<file path="config.mk">
export PLATFORM = sky130hd
export DESIGN_NAME = dma_chan_ctl
export DESIGN_NICKNAME = d
export VERILOG_FILES = /design/src/rtl/dma_cc_pkg.sv /design/src/rtl/dma_cc_chan.sv /design/src/rtl/dma_cc_regs.sv /design/src/rtl/dma_chan_ctl.sv
export SDC_FILE = /design/constraint.sdc
export NUM_CORES = 1
export LEC_CHECK = 0
export CORE_MARGIN = 8
export CORE_UTILIZATION = 46
export CTS_CLUSTER_SIZE = 40
export DETAILED_ROUTE_END_ITERATION = 8
export GPL_ROUTABILITY_DRIVEN = 0
export PLACE_DENSITY = 0.95
export SLEW_MARGIN = 20
export SYNTH_ARGS = -nofsm -noshare
export SYNTH_HDL_FRONTEND = slang
export SYNTH_SLANG_ARGS = --single-unit
</file>
<file path="constraint.sdc">
create_clock -name clk -period 4 [get_ports clk]
set_clock_uncertainty 0.2 [all_clocks]
set_input_delay 0.8 -clock clk [delete_from_list [all_inputs] [get_ports clk]]
set_output_delay 0.8 -clock clk [all_outputs]
set_load 0.01 [all_outputs]
</file>
<file path="src/rtl/dma_cc_pkg.sv">
package dma_cc_pkg;
  localparam int REG_AW     = 4;
  localparam int SEL_STRIDE = 8;

  typedef enum logic [REG_AW-1:0] {
    RA_ENABLE = 4'd0,
    RA_HALT   = 4'd1,
    RA_KICK   = 4'd2,
    RA_PEND   = 4'd3,
    RA_IRQEN  = 4'd4,
    RA_SUMM   = 4'd5,
    RA_ABORT  = 4'd6,
    RA_DONE   = 4'd7,
    RA_ALIGN  = 4'd8,
    RA_ACTIVE = 4'd9,
    RA_CHRST  = 4'd10,
    RA_SRCSEL = 4'd11
  } reg_sel_e;

  // summary word bit positions (decoded by software)
  localparam int SUM_ABORT = 0;
  localparam int SUM_DONE  = 1;
  localparam int SUM_ALIGN = 2;
  localparam int SUM_WAKE  = 3;
endpackage

</file>
<file path="src/rtl/dma_cc_chan.sv">
module dma_cc_chan (
  input  logic clk,
  input  logic rst_n,
  input  logic en_we,
  input  logic en_wd,
  input  logic halt_we,
  input  logic rst_we,
  input  logic kick_we,
  input  logic preq,
  input  logic src_on,
  input  logic ev_start,
  input  logic ev_done,
  input  logic ev_abort,
  input  logic ev_misal,
  input  logic clr_abort,
  input  logic clr_done,
  input  logic clr_align,
  output logic en_q,
  output logic pend_q,
  output logic act_q,
  output logic abt_q,
  output logic dn_q,
  output logic al_q
);
  logic stop, hit, finish;
  logic en_d, pend_d, act_d, abt_d, dn_d, al_d;

  always_comb begin
    stop   = halt_we | rst_we;
    finish = ev_done | ev_abort;
    hit    = en_q & (kick_we | (preq & src_on));

    en_d = en_q;
    if (en_we) en_d = en_wd;
    if (stop)  en_d = 1'b0;

    pend_d = ((pend_q & ~finish) | hit) & ~stop;
    act_d  = ((act_q & ~finish) | ev_start) & ~stop;

    // event set takes priority over software clear
    abt_d = (abt_q & ~clr_abort) | ev_abort;
    dn_d  = (dn_q  & ~clr_done)  | ev_done;
    al_d  = (al_q  & ~clr_align) | ev_misal;
  end

  always_ff @(posedge clk or negedge rst_n) begin
    if (!rst_n) begin
      en_q   <= 1'b0;
      pend_q <= 1'b0;
      act_q  <= 1'b0;
      abt_q  <= 1'b0;
      dn_q   <= 1'b0;
      al_q   <= 1'b0;
    end else begin
      en_q   <= en_d;
      pend_q <= pend_d;
      act_q  <= act_d;
      abt_q  <= abt_d;
      dn_q   <= dn_d;
      al_q   <= al_d;
    end
  end
endmodule

</file>
<file path="src/rtl/dma_cc_regs.sv">
module dma_cc_regs
  import dma_cc_pkg::*;
#(
  parameter int NCH   = 4,
  parameter int SRC_W = 7,
  parameter int DW    = 32
) (
  input  logic                 clk,
  input  logic                 rst_n,
  input  logic                 we,
  input  logic [REG_AW-1:0]    addr,
  input  logic [DW-1:0]        wdata,
  input  logic [NCH-1:0]       en_v,
  input  logic [NCH-1:0]       pend_v,
  input  logic [NCH-1:0]       act_v,
  input  logic [NCH-1:0]       abt_v,
  input  logic [NCH-1:0]       dn_v,
  input  logic [NCH-1:0]       al_v,
  input  logic                 wake_evt,
  output logic                 en_we,
  output logic [NCH-1:0]       en_wd,
  output logic [NCH-1:0]       halt_we,
  output logic [NCH-1:0]       rst_we,
  output logic [NCH-1:0]       kick_we,
  output logic [NCH-1:0]       clr_abt,
  output logic [NCH-1:0]       clr_dn,
  output logic [NCH-1:0]       clr_al,
  output logic [NCH-1:0]       irq_en_q,
  output logic [NCH*SRC_W-1:0] sel_flat,
  output logic [DW-1:0]        rdata
);
  localparam logic [NCH-1:0] NONE = '0;

  logic [SRC_W-1:0] sel_q [NCH];
  logic [SRC_W-1:0] sel_d [NCH];
  logic [NCH-1:0]   irq_en_d;
  logic             wake_q, wake_d;
  logic             sel_wr, irq_wr, wake_clr;
  logic             unused_wbits;

  assign unused_wbits = ^wdata;

  assign sel_wr   = we && (addr == RA_SRCSEL);
  assign irq_wr   = we && (addr == RA_IRQEN);
  assign wake_clr = we && (addr == RA_SUMM) && wdata[SUM_WAKE];

  assign en_we   = we && (addr == RA_ENABLE);
  assign en_wd   = wdata[NCH-1:0];
  assign halt_we = (we && addr == RA_HALT)  ? wdata[NCH-1:0] : NONE;
  assign rst_we  = (we && addr == RA_CHRST) ? wdata[NCH-1:0] : NONE;
  assign kick_we = (we && addr == RA_KICK)  ? wdata[NCH-1:0] : NONE;
  assign clr_abt = (we && addr == RA_ABORT) ? wdata[NCH-1:0] : NONE;
  assign clr_dn  = (we && addr == RA_DONE)  ? wdata[NCH-1:0] : NONE;
  assign clr_al  = (we && addr == RA_ALIGN) ? wdata[NCH-1:0] : NONE;

  always_comb begin
    irq_en_d = wdata[NCH-1:0];
    wake_d   = (wake_q & ~wake_clr) | wake_evt;
    for (int n = 0; n < NCH; n++) sel_d[n] = wdata[n*SEL_STRIDE +: SRC_W];
  end

  always_ff @(posedge clk or negedge rst_n) begin
    if (!rst_n) begin
      irq_en_q <= '0;
      wake_q   <= 1'b0;
      for (int n = 0; n < NCH; n++) sel_q[n] <= '0;
    end else begin
      wake_q <= wake_d;
      if (irq_wr) irq_en_q <= irq_en_d;
      if (sel_wr) begin
        for (int n = 0; n < NCH; n++) sel_q[n] <= sel_d[n];
      end
    end
  end

  generate
    for (genvar g = 0; g < NCH; g++) begin : g_sel
      assign sel_flat[g*SRC_W +: SRC_W] = sel_q[g];
    end
  endgenerate

  always_comb begin
    rdata = '0;
    case (addr)
      RA_ENABLE: rdata[NCH-1:0] = en_v;
      RA_PEND:   rdata[NCH-1:0] = pend_v;
      RA_IRQEN:  rdata[NCH-1:0] = irq_en_q;
      RA_SUMM: begin
        rdata[SUM_ABORT] = |abt_v;
        rdata[SUM_DONE]  = |dn_v;
        rdata[SUM_ALIGN] = |al_v;
        rdata[SUM_WAKE]  = wake_q;
      end
      RA_ABORT:  rdata[NCH-1:0] = abt_v;
      RA_DONE:   rdata[NCH-1:0] = dn_v;
      RA_ALIGN:  rdata[NCH-1:0] = al_v;
      RA_ACTIVE: rdata[NCH-1:0] = act_v;
      RA_SRCSEL: begin
        for (int n = 0; n < NCH; n++) rdata[n*SEL_STRIDE +: SRC_W] = sel_q[n];
      end
      default:   rdata = '0;
    endcase
  end
endmodule

</file>
<file path="src/rtl/dma_chan_ctl.sv">
module dma_chan_ctl
  import dma_cc_pkg::*;
#(
  parameter int NCH   = 4,
  parameter int SRC_W = 7,
  parameter int DW    = 32
) (
  input  logic                 clk,
  input  logic                 rst_n,
  input  logic                 reg_we,
  input  logic [REG_AW-1:0]    reg_addr,
  input  logic [DW-1:0]        reg_wdata,
  output logic [DW-1:0]        reg_rdata,
  input  logic [NCH-1:0]       periph_req,
  input  logic [NCH-1:0]       seq_start,
  input  logic [NCH-1:0]       seq_done,
  input  logic [NCH-1:0]       seq_abort,
  input  logic [NCH-1:0]       seq_misalign,
  input  logic                 wake_evt,
  output logic [NCH-1:0]       ch_enable,
  output logic [NCH-1:0]       ch_request,
  output logic [NCH-1:0]       ch_pause,
  output logic [NCH-1:0]       ch_reset,
  output logic [NCH*SRC_W-1:0] ch_srcsel,
  output logic                 irq
);
  logic           en_we;
  logic [NCH-1:0] en_wd, halt_we, rst_we, kick_we;
  logic [NCH-1:0] clr_abt, clr_dn, clr_al;
  logic [NCH-1:0] irq_en, flag_abort, flag_done, flag_align, act_v;
  logic [NCH-1:0] pause_d, reset_d;

  dma_cc_regs #(.NCH(NCH), .SRC_W(SRC_W), .DW(DW)) u_regs (
    .clk(clk), .rst_n(rst_n), .we(reg_we), .addr(reg_addr), .wdata(reg_wdata),
    .en_v(ch_enable), .pend_v(ch_request), .act_v(act_v),
    .abt_v(flag_abort), .dn_v(flag_done), .al_v(flag_align),
    .wake_evt(wake_evt), .en_we(en_we), .en_wd(en_wd),
    .halt_we(halt_we), .rst_we(rst_we), .kick_we(kick_we),
    .clr_abt(clr_abt), .clr_dn(clr_dn), .clr_al(clr_al),
    .irq_en_q(irq_en), .sel_flat(ch_srcsel), .rdata(reg_rdata)
  );

  generate
    for (genvar g = 0; g < NCH; g++) begin : g_ch
      dma_cc_chan u_chan (
        .clk(clk), .rst_n(rst_n),
        .en_we(en_we), .en_wd(en_wd[g]),
        .halt_we(halt_we[g]), .rst_we(rst_we[g]), .kick_we(kick_we[g]),
        .preq(periph_req[g]), .src_on(|ch_srcsel[g*SRC_W +: SRC_W]),
        .ev_start(seq_start[g]), .ev_done(seq_done[g]),
        .ev_abort(seq_abort[g]), .ev_misal(seq_misalign[g]),
        .clr_abort(clr_abt[g]), .clr_done(clr_dn[g]), .clr_align(clr_al[g]),
        .en_q(ch_enable[g]), .pend_q(ch_request[g]), .act_q(act_v[g]),
        .abt_q(flag_abort[g]), .dn_q(flag_done[g]), .al_q(flag_align[g])
      );
    end
  endgenerate

  always_comb begin
    pause_d = halt_we;
    reset_d = rst_we;
    irq     = |((flag_abort | flag_done | flag_align) & irq_en);
  end

  always_ff @(posedge clk or negedge rst_n) begin
    if (!rst_n) begin
      ch_pause <= '0;
      ch_reset <= '0;
    end else begin
      ch_pause <= pause_d;
      ch_reset <= reset_d;
    end
  end
endmodule

</file>
==> out/results.txt, run 1 <==
Final count of negative-setup-slack endpoints: 0. The share of synthesized area occupied by flip-flops and latches was 0.496. Across the run, the number of max-cap violations was 0. Summing over every cut layer, the via total after detailed routing is 2982. The delay of the slowest cell on the worst path is 0.70 ns, and the gate count after technology mapping is 303. In this run the vertical extent of the chip is 100 um. Clock-pin slew was measured on the worst setup and hold paths at 0.07 ns. The share of cells above drive strength 1 came out at 0.141. Among all stages on the critical path, the largest delay is contributed by sky130_fd_sc_hd__clkdlybuf4s50_1.

In this run the cell area of the synthesized design comes to 3280 sq um. The run gives 3.00 ns as the data required time of the worst path. The time the worst path needs with I/O delays and setup was 3.92 ns; the period utilization was 0.981.

Summed over all cells, the static leakage comes to 0.00198 uW. The library cell appearing most often on the critical path is sky130_fd_sc_hd__clkdlybuf4s50_1. TritonCTS built the clock tree.

The endpoint arrival time on the critical path is 2.92 ns, and the count of cells resized by post-cts repair is 0. The critical path capture point type was a primary output. Startpoint-to-endpoint class of the critical path: input port to primary output.

The worst hold margin is 0.302 ns. The post-detailed-route via-to-cell ratio was 5.64; the total of warnings raised by yosys was 0. The run gives 0 as the number of antenna violations at the first check in global routing. Number of buffers between clock root and the deepest sink: 2. During placement, the flow inserted port buffers numbering 128. The peak supply drop was 244 uV; the number of buffers inserted by hold repair at cts was 0.

The tools report the number of core rows as 30. The tools report the number of nets still failing antenna checks after routing as 0. The flow ran to the end, and the final reports show no timing, DRC or antenna violations. The floorplan step defined a die boundary enclosing 10100 sq um. Type of origin of the critical path: an input port.

The antenna diode count was 0; the final max-slew violation count was 0. For this run, the top clock speed supported by timing is 255 MHz. Detail-routed net length per standard cell: 19.8 um. The path class of the lowest-slack min-delay path was input port to async pin. The total length of routed wires was 10500 um.

Counting every sink on the clock net gives 65. Transition at the pin with the smallest max-transition slack: 0.809 ns. The largest net degree at the start of global routing was 36.

After synthesis the netlist holds a flip-flop and latch count of 65. The core region is 6870 sq um. The number of nets in the final layout was 488; the filler cell count was 470. Compared with the post-synthesis result, the final layout area differs by 48.3%.

Of all nets on the critical path, the largest fanout is 24. The detailed-route DRC error count came out at 0. Global routing finished with a remaining overflow of 0. The number of global-route vias before repair was 3284; the summed negative setup slack over all endpoints was 0 ns. Final number of hold-violating endpoints: 0. Setup repair after global routing left no endpoint under its margin. The distinct cell type count after synthesis is 40. The run gives 0.478 as the initial cell density of the core. The x dimension of the die was 100 um; the number of setup buffers added after CTS was 0. The critical path goes through clkdlybuf4s50_1 > nand2_1 > nor3_4 > buf_12 > and2_1 > clkdlybuf4s50_1. The total track usage was 0.212.

The run gives 137 as the I/O pin count. The tools report the remaining max-slew budget at the tightest pin as 0.459. The power density over cell area came out at 422 nW/um^2. A synthesized cell averages 10.8 sq um.

The area share of the leading cell type in the synthesized netlist is 0.496. The tools report the starting DRC count in detailed routing as 145. Buffers inserted during clock tree synthesis total 9. The H-tree was split into 3 levels.

The later pin in the worst-skew pair is clocked with a latency of 0.35 ns. The first global-routing pass estimated 16700 um of wire. The tools report the placed wire-length estimate as 7870 um. sky130_fd_sc_hd__dfrtp_1 takes more of the synthesized area than any other cell.

The buffer cell driving the clock tree root was sky130_fd_sc_hd__clkbuf_8. By area the synthesized netlist is led by sky130_fd_sc_hd__dfrtp_1, sky130_fd_sc_hd__mux2_2, sky130_fd_sc_hd__and2_1, sky130_fd_sc_hd__mux2i_1, sky130_fd_sc_hd__buf_4. The number of detailed-route iterations in the first pass was 7.
==> layout by cell type, fill, tap and decap left out, types with 10 or more instances in the layout <==
cell type	instances
sky130_fd_sc_hd__buf_4	11
sky130_fd_sc_hd__a21oi_1	13
sky130_fd_sc_hd__nor2_1	11
sky130_fd_sc_hd__mux2_2	28
sky130_fd_sc_hd__nand2_1	18
sky130_fd_sc_hd__and2_1	32
sky130_fd_sc_hd__a21o_1	11
sky130_fd_sc_hd__mux2i_1	10
sky130_fd_sc_hd__dfrtp_1	65
sky130_fd_sc_hd__clkdlybuf4s50_1	127
==> worst max-delay path: cells and delay by family <==
kind / cells / cell delay, ns
buf+inv: 3 / 1.43
simple gates: 3 / 0.68
==> cell families (layout without fill, tap and decap cells) <==
logic type | count (synthesis) | count (layout) | synth area share
AOI/OAI and AO/OA | 60 | 60 | 0.124
buffers and inverters | 31 | 158 | 0.0568
DFF | 65 | 65 | 0.496
muxes | 44 | 44 | 0.147
other | 1 | 4 | 0.00114
and+or+nand+nor | 102 | 102 | 0.175
==> synthesized netlist by cell type <==
cell                         n
sky130_fd_sc_hd__a21o_1     11
sky130_fd_sc_hd__a21oi_1    13
sky130_fd_sc_hd__a22o_1      1
sky130_fd_sc_hd__a22oi_1     8
sky130_fd_sc_hd__a2bb2o_1    1
sky130_fd_sc_hd__a2bb2oi_1   2
sky130_fd_sc_hd__a31oi_1     4
sky130_fd_sc_hd__a32oi_1     4
sky130_fd_sc_hd__and2_1     32
sky130_fd_sc_hd__and3b_1     1
sky130_fd_sc_hd__buf_2       5
sky130_fd_sc_hd__buf_4      13
sky130_fd_sc_hd__buf_6       2
sky130_fd_sc_hd__clkbuf_1    9
sky130_fd_sc_hd__conb_1      1
sky130_fd_sc_hd__dfrtp_1    65
sky130_fd_sc_hd__inv_1       2
sky130_fd_sc_hd__mux2_1      6
sky130_fd_sc_hd__mux2_2     28
sky130_fd_sc_hd__mux2i_1    10
sky130_fd_sc_hd__nand2_1    18
sky130_fd_sc_hd__nand2b_1    5
sky130_fd_sc_hd__nand3_1     8
sky130_fd_sc_hd__nand3b_1    5
sky130_fd_sc_hd__nand4_1     2
sky130_fd_sc_hd__nor2_1     11
sky130_fd_sc_hd__nor2_4      1
sky130_fd_sc_hd__nor2b_1     2
sky130_fd_sc_hd__nor3_1      7
sky130_fd_sc_hd__nor3_4      1
sky130_fd_sc_hd__nor3b_1     1
sky130_fd_sc_hd__nor4_1      6
sky130_fd_sc_hd__o211ai_1    2
sky130_fd_sc_hd__o21ai_0     7
sky130_fd_sc_hd__o22a_1      1
sky130_fd_sc_hd__o22ai_1     1
sky130_fd_sc_hd__o31a_1      1
sky130_fd_sc_hd__o31ai_1     4
sky130_fd_sc_hd__or3_1       1
sky130_fd_sc_hd__or3b_1      1
==> power by group <==
group | switching, uW | internal [uW] | total [uW]
registers | 107 | 752 | 858
clock network | 260 | 413 | 673
logic | 208 | 311 | 519
total | 575 | 1480 | 2050
==> metrics by stage <==
stage               setup WS [ns]  power [uW]  instance area, sq um  instances  utilization
finish                     0.0768        2050                  4870        529        0.708
global route              0.00803        2140                  4870        529        0.708
CTS                        0.0804        2060                  4860        529        0.707
detailed placement          0.120        1390                  4610        513        0.672
global placement            0.117        1370                  4610        513        0.672
floorplan                    1.27        1070                  3290        306            -
==> final timing paths <==
check / from / end / slack [ns] / depth (start not counted)
min reg2reg: u_regs.sel_flat[20]$_DFFE_PN0P_ / u_regs.sel_flat[20]$_DFFE_PN0P_ / 0.35 / 1
max: reg_addr[1] / reg_rdata[4] / 0.08 / 6
max in group asynchronous: rst_n / u_regs.sel_flat[0]$_DFFE_PN0P_ / 2.38 / 2
max reg2reg: u_regs.sel_flat[5]$_DFFE_PN0P_ / g_ch[0].u_chan.pend_q$_DFF_PN0_ / 2.52 / 4
min in group clk: u_regs.sel_flat[20]$_DFFE_PN0P_ / u_regs.sel_flat[20]$_DFFE_PN0P_ / 0.35 / 1
min: rst_n / u_regs.wake_q$_DFF_PN0_ / 0.30 / 1
==> layout make-up <==
class                   instances  area (sq um)  share of cell area
clock buffers                   9           124              0.0255
clock inverters                 7           119              0.0244
inverters                       2          7.51             0.00154
multi-input cells             210          1490               0.306
flip-flops and latches         65          1630               0.334
well taps                      96           120              0.0247
repair buffers                140          1380               0.283
==> routing by layer <==
layer  GRT usage  share of wire  up-vias  wire length [um]
met5           0              0        -                 0
met4       0.106          0.031        0               321
met3      0.0967           0.12       32              1270
met2       0.355           0.48      207              5050
met1       0.221           0.37     1426              3860
li1            -              -     1317                 -
==> state kept, by name, summed over array words and instances, names as in the netlist <==
name,flops
ch_pause,4
ch_reset,4
g_ch.u_chan.abt_q,4
g_ch.u_chan.act_q,4
g_ch.u_chan.al_q,4
g_ch.u_chan.dn_q,4
g_ch.u_chan.en_q,4
g_ch.u_chan.pend_q,4
u_regs.irq_en_q,4
u_regs.sel_flat,28
u_regs.wake_q,1
Note: power is estimated with default switching activity, not from simulation.
==> inputs of run 2 (changes only) <==
- SLEW_MARGIN: 20 -> 10
==> results of run 2 <==
Same layout as run 1: the final DEF is identical, and so are final timing and power.
==> inputs of run 3 (changes only) <==
- SETUP_SLACK_MARGIN: not set -> 0.15
==> out/results.txt, run 3 (same netlist as run 1, synthesis figures left out) <==
Count of cells resized by post-cts repair: 4 (+4). The path class of the tightest hold or removal check is input port to async pin. Clock tree synthesis selected as its root buffer the cell sky130_fd_sc_hd__clkbuf_8.

The final worst-path setup slack is 0.149 ns (+0.0719 ns), and the power density over cell area is 420 nW/um^2 (-0.41%). The starting DRC count in detailed routing was 104 (-28%); the delay of the slowest cell on the worst path was 0.57 ns (-0.13 ns). Worst path buffer plus inverter count: 3 (unchanged). The synthesis-to-finish area growth came out at 48.7%.

The clock-pin slew of the registers on the worst-case setup and hold paths works out to 0.07 ns (about the same). The most common library cell in the layout ignoring fill and taps is sky130_fd_sc_hd__clkdlybuf4s50_1. The filler cell count is 467 (-0.64%). The top cell types in the final layout, fill and taps aside, are sky130_fd_sc_hd__clkdlybuf4s50_1, sky130_fd_sc_hd__dfrtp_1, sky130_fd_sc_hd__and2_1. The run gives 260 MHz (+1.9%) as the highest clock rate. The number of nets still failing antenna checks after routing is 0 (unchanged).

The critical path capture point type was a primary output. The standard cell with the maximum stage delay on the critical path was sky130_fd_sc_hd__clkdlybuf4s50_1. The detail-routed net length per standard cell is 19.7 um (-0.94%). The final number of hold-violating endpoints was 0 (unchanged); the number of setup buffers added after CTS was 0 (unchanged). Initial cell density of the core: 0.478 (unchanged).

The run gives 30 (unchanged) as the number of core rows. Worst hold margin: 0.303 ns (+0.000661 ns). The tools report the end-of-flow core utilization as 0.711 (+0.00219). The period utilization is 0.963 (-0.0180), and the clock buffer count from CTS is 9 (unchanged). Transition at the pin with the smallest max-transition slack: 0.803 ns (-0.00557 ns).

Setup repair after global routing left no endpoint under its margin. The logs give 2923 (-2.0%) for the via total after detailed routing and 137 (unchanged) for the I/O pin count. The length in cells of the worst reg-to-reg path was 4 (unchanged); the total congestion overflow was 0 (unchanged). Share of cells above drive strength 1: 0.145 (+0.00462).

For the number of detailed-route iterations in the first pass, the log shows 5 (-2). Endpoint of the most critical register-to-register path: g_ch[0].u_chan.pend_q$_DFF_PN0_. The detailed-route DRC error count was 0 (unchanged). The run finished with clean final reports. Library cell appearing most often on the critical path: sky130_fd_sc_hd__clkdlybuf4s50_1. Die area: 10100 sq um (unchanged). The number of buffers between clock root and the deepest sink is 2 (unchanged), and the placed wire-length estimate is 7870 um (unchanged). The critical path goes through clkdlybuf4s50_1 > buf_4 > nand2b_2 > o22ai_1 > a22oi_1 > nand3_1 > clkdlybuf4s50_1. The remaining max-slew budget at the tightest pin was 0.463 (+0.00372); the total length of routed wires was 10400 um (-0.94%). The tools report the number of antenna violations at the first check in global routing as 0 (unchanged). The antenna diode count came out at 0 (unchanged).

The H-tree depth came out at 3 (unchanged). The number of buffers inserted by hold repair at cts was 0 (unchanged); the post-detailed-route via-to-cell ratio was 5.53 (-2.0%). The final count of negative-setup-slack endpoints came out at 0 (unchanged).

The run gives 0.35 ns (about the same) as the clock latency on the worst-skew pair. The final max-slew violation count was 0 (unchanged). For the number of global-route vias before repair, the log shows 3286 (+0.061%).

The startpoint-to-endpoint class of the critical path is input port to primary output. For the register-to-register setup slack, the log shows 2.51 ns (about the same). Chip height: 100 um (unchanged).

The tools report the standard cell core area as 6870 sq um (unchanged). The worst-case setup slack after placement was 0.120 ns (unchanged); the number of flip-flops in the largest register was 28 (unchanged). The worst setup path is launched from an input port.

The summed negative setup slack over all endpoints is 0 ns (unchanged), and the number of cells on the critical path is 7 (+1). Number of nets in the final layout: 488 (unchanged). The total track usage is 0.213 (+0.000441).

The critical path's top delay family is buffers and inverters. The x dimension of the die is 100 um (unchanged). The largest net degree at the start of global routing is 36 (unchanged). The first-pass GRT wire length is 16700 um (about the same), and the reported max-cap violation count is 0 (unchanged). The endpoint arrival time on the critical path was 2.85 ns (-0.07 ns); the time the worst path needs with I/O delays and setup was 3.85 ns (-0.0719 ns). Data required time of the worst path: 3.00 ns (about the same).

The startpoint identified for the worst register-to-register timing path is u_regs.sel_flat[5]$_DFFE_PN0P_. In this run the worst setup path begins at reg_addr[0]. Peak supply drop: 244 uV (about the same).

The leakage power summed over all cells was 0.00202 uW (+1.9%). The count of buffers inserted at the top-level ports was 128 (unchanged). The run gives 65 (unchanged) as the count of clock tree sinks. The highest fanout seen on the critical path is 10 (-58%).

TritonCTS built the clock tree.
run 3: cell types whose count changed in the layout (fill, tap and decap cells not counted):
cell | previous run | this run
sky130_fd_sc_hd__clkdlybuf4s50_1 | 127 | 123
sky130_fd_sc_hd__dlymetal6s2s_1 | 0 | 3
sky130_fd_sc_hd__buf_4 | 11 | 10
sky130_fd_sc_hd__buf_6 | 0 | 1
sky130_fd_sc_hd__dlygate4sd2_1 | 0 | 1
sky130_fd_sc_hd__nand2_1 | 18 | 17
sky130_fd_sc_hd__nand2_2 | 0 | 1
sky130_fd_sc_hd__nand2b_1 | 5 | 4
sky130_fd_sc_hd__nand2b_2 | 0 | 1
run 3: worst max-delay path by stage:
stage                               end  slack (ns)
final                      reg_rdata[0]        0.15
after global routing       reg_rdata[0]        0.15
after CTS                  reg_rdata[3]        0.15
after detailed placement  reg_rdata[24]        0.12
after global placement    reg_rdata[17]        0.12
after floorplan           reg_rdata[10]        1.27
run 3: report_power, final:
group / total [uW] / switching (uW) / internal [uW] / leakage, uW
combinational: 519 / 208 / 311 / 0.00113
clock: 672 / 259 / 413 / 0.000115
sequential: 858 / 106 / 752 / 0.000770
total: 2050 / 573 / 1480 / 0.00202
run 3: per-layer routing:
layer	GRT usage	routed length, um
met1	0.219	3890
met2	0.355	5080
met3	0.107	1150
met4	0.0953	280
met5	0	0
run 3: per-stage QoR:
step	instances	area (sq um)	power, uW
CTS	529	4860	2060
global route	529	4880	2150
global placement	513	4610	1370
detailed placement	513	4610	1390
finish	529	4880	2050
floorplan	306	3290	1070
run 3: layout make-up:
class | count | area, sq um | share of cell area
multi-input combinational | 210 | 1500 | 0.306
tap | 96 | 120 | 0.0246
clock buffer | 9 | 124 | 0.0254
sequential | 65 | 1630 | 0.333
clock inverter | 7 | 119 | 0.0244
inverter | 2 | 7.51 | 0.00154
timing repair buffer | 140 | 1390 | 0.285
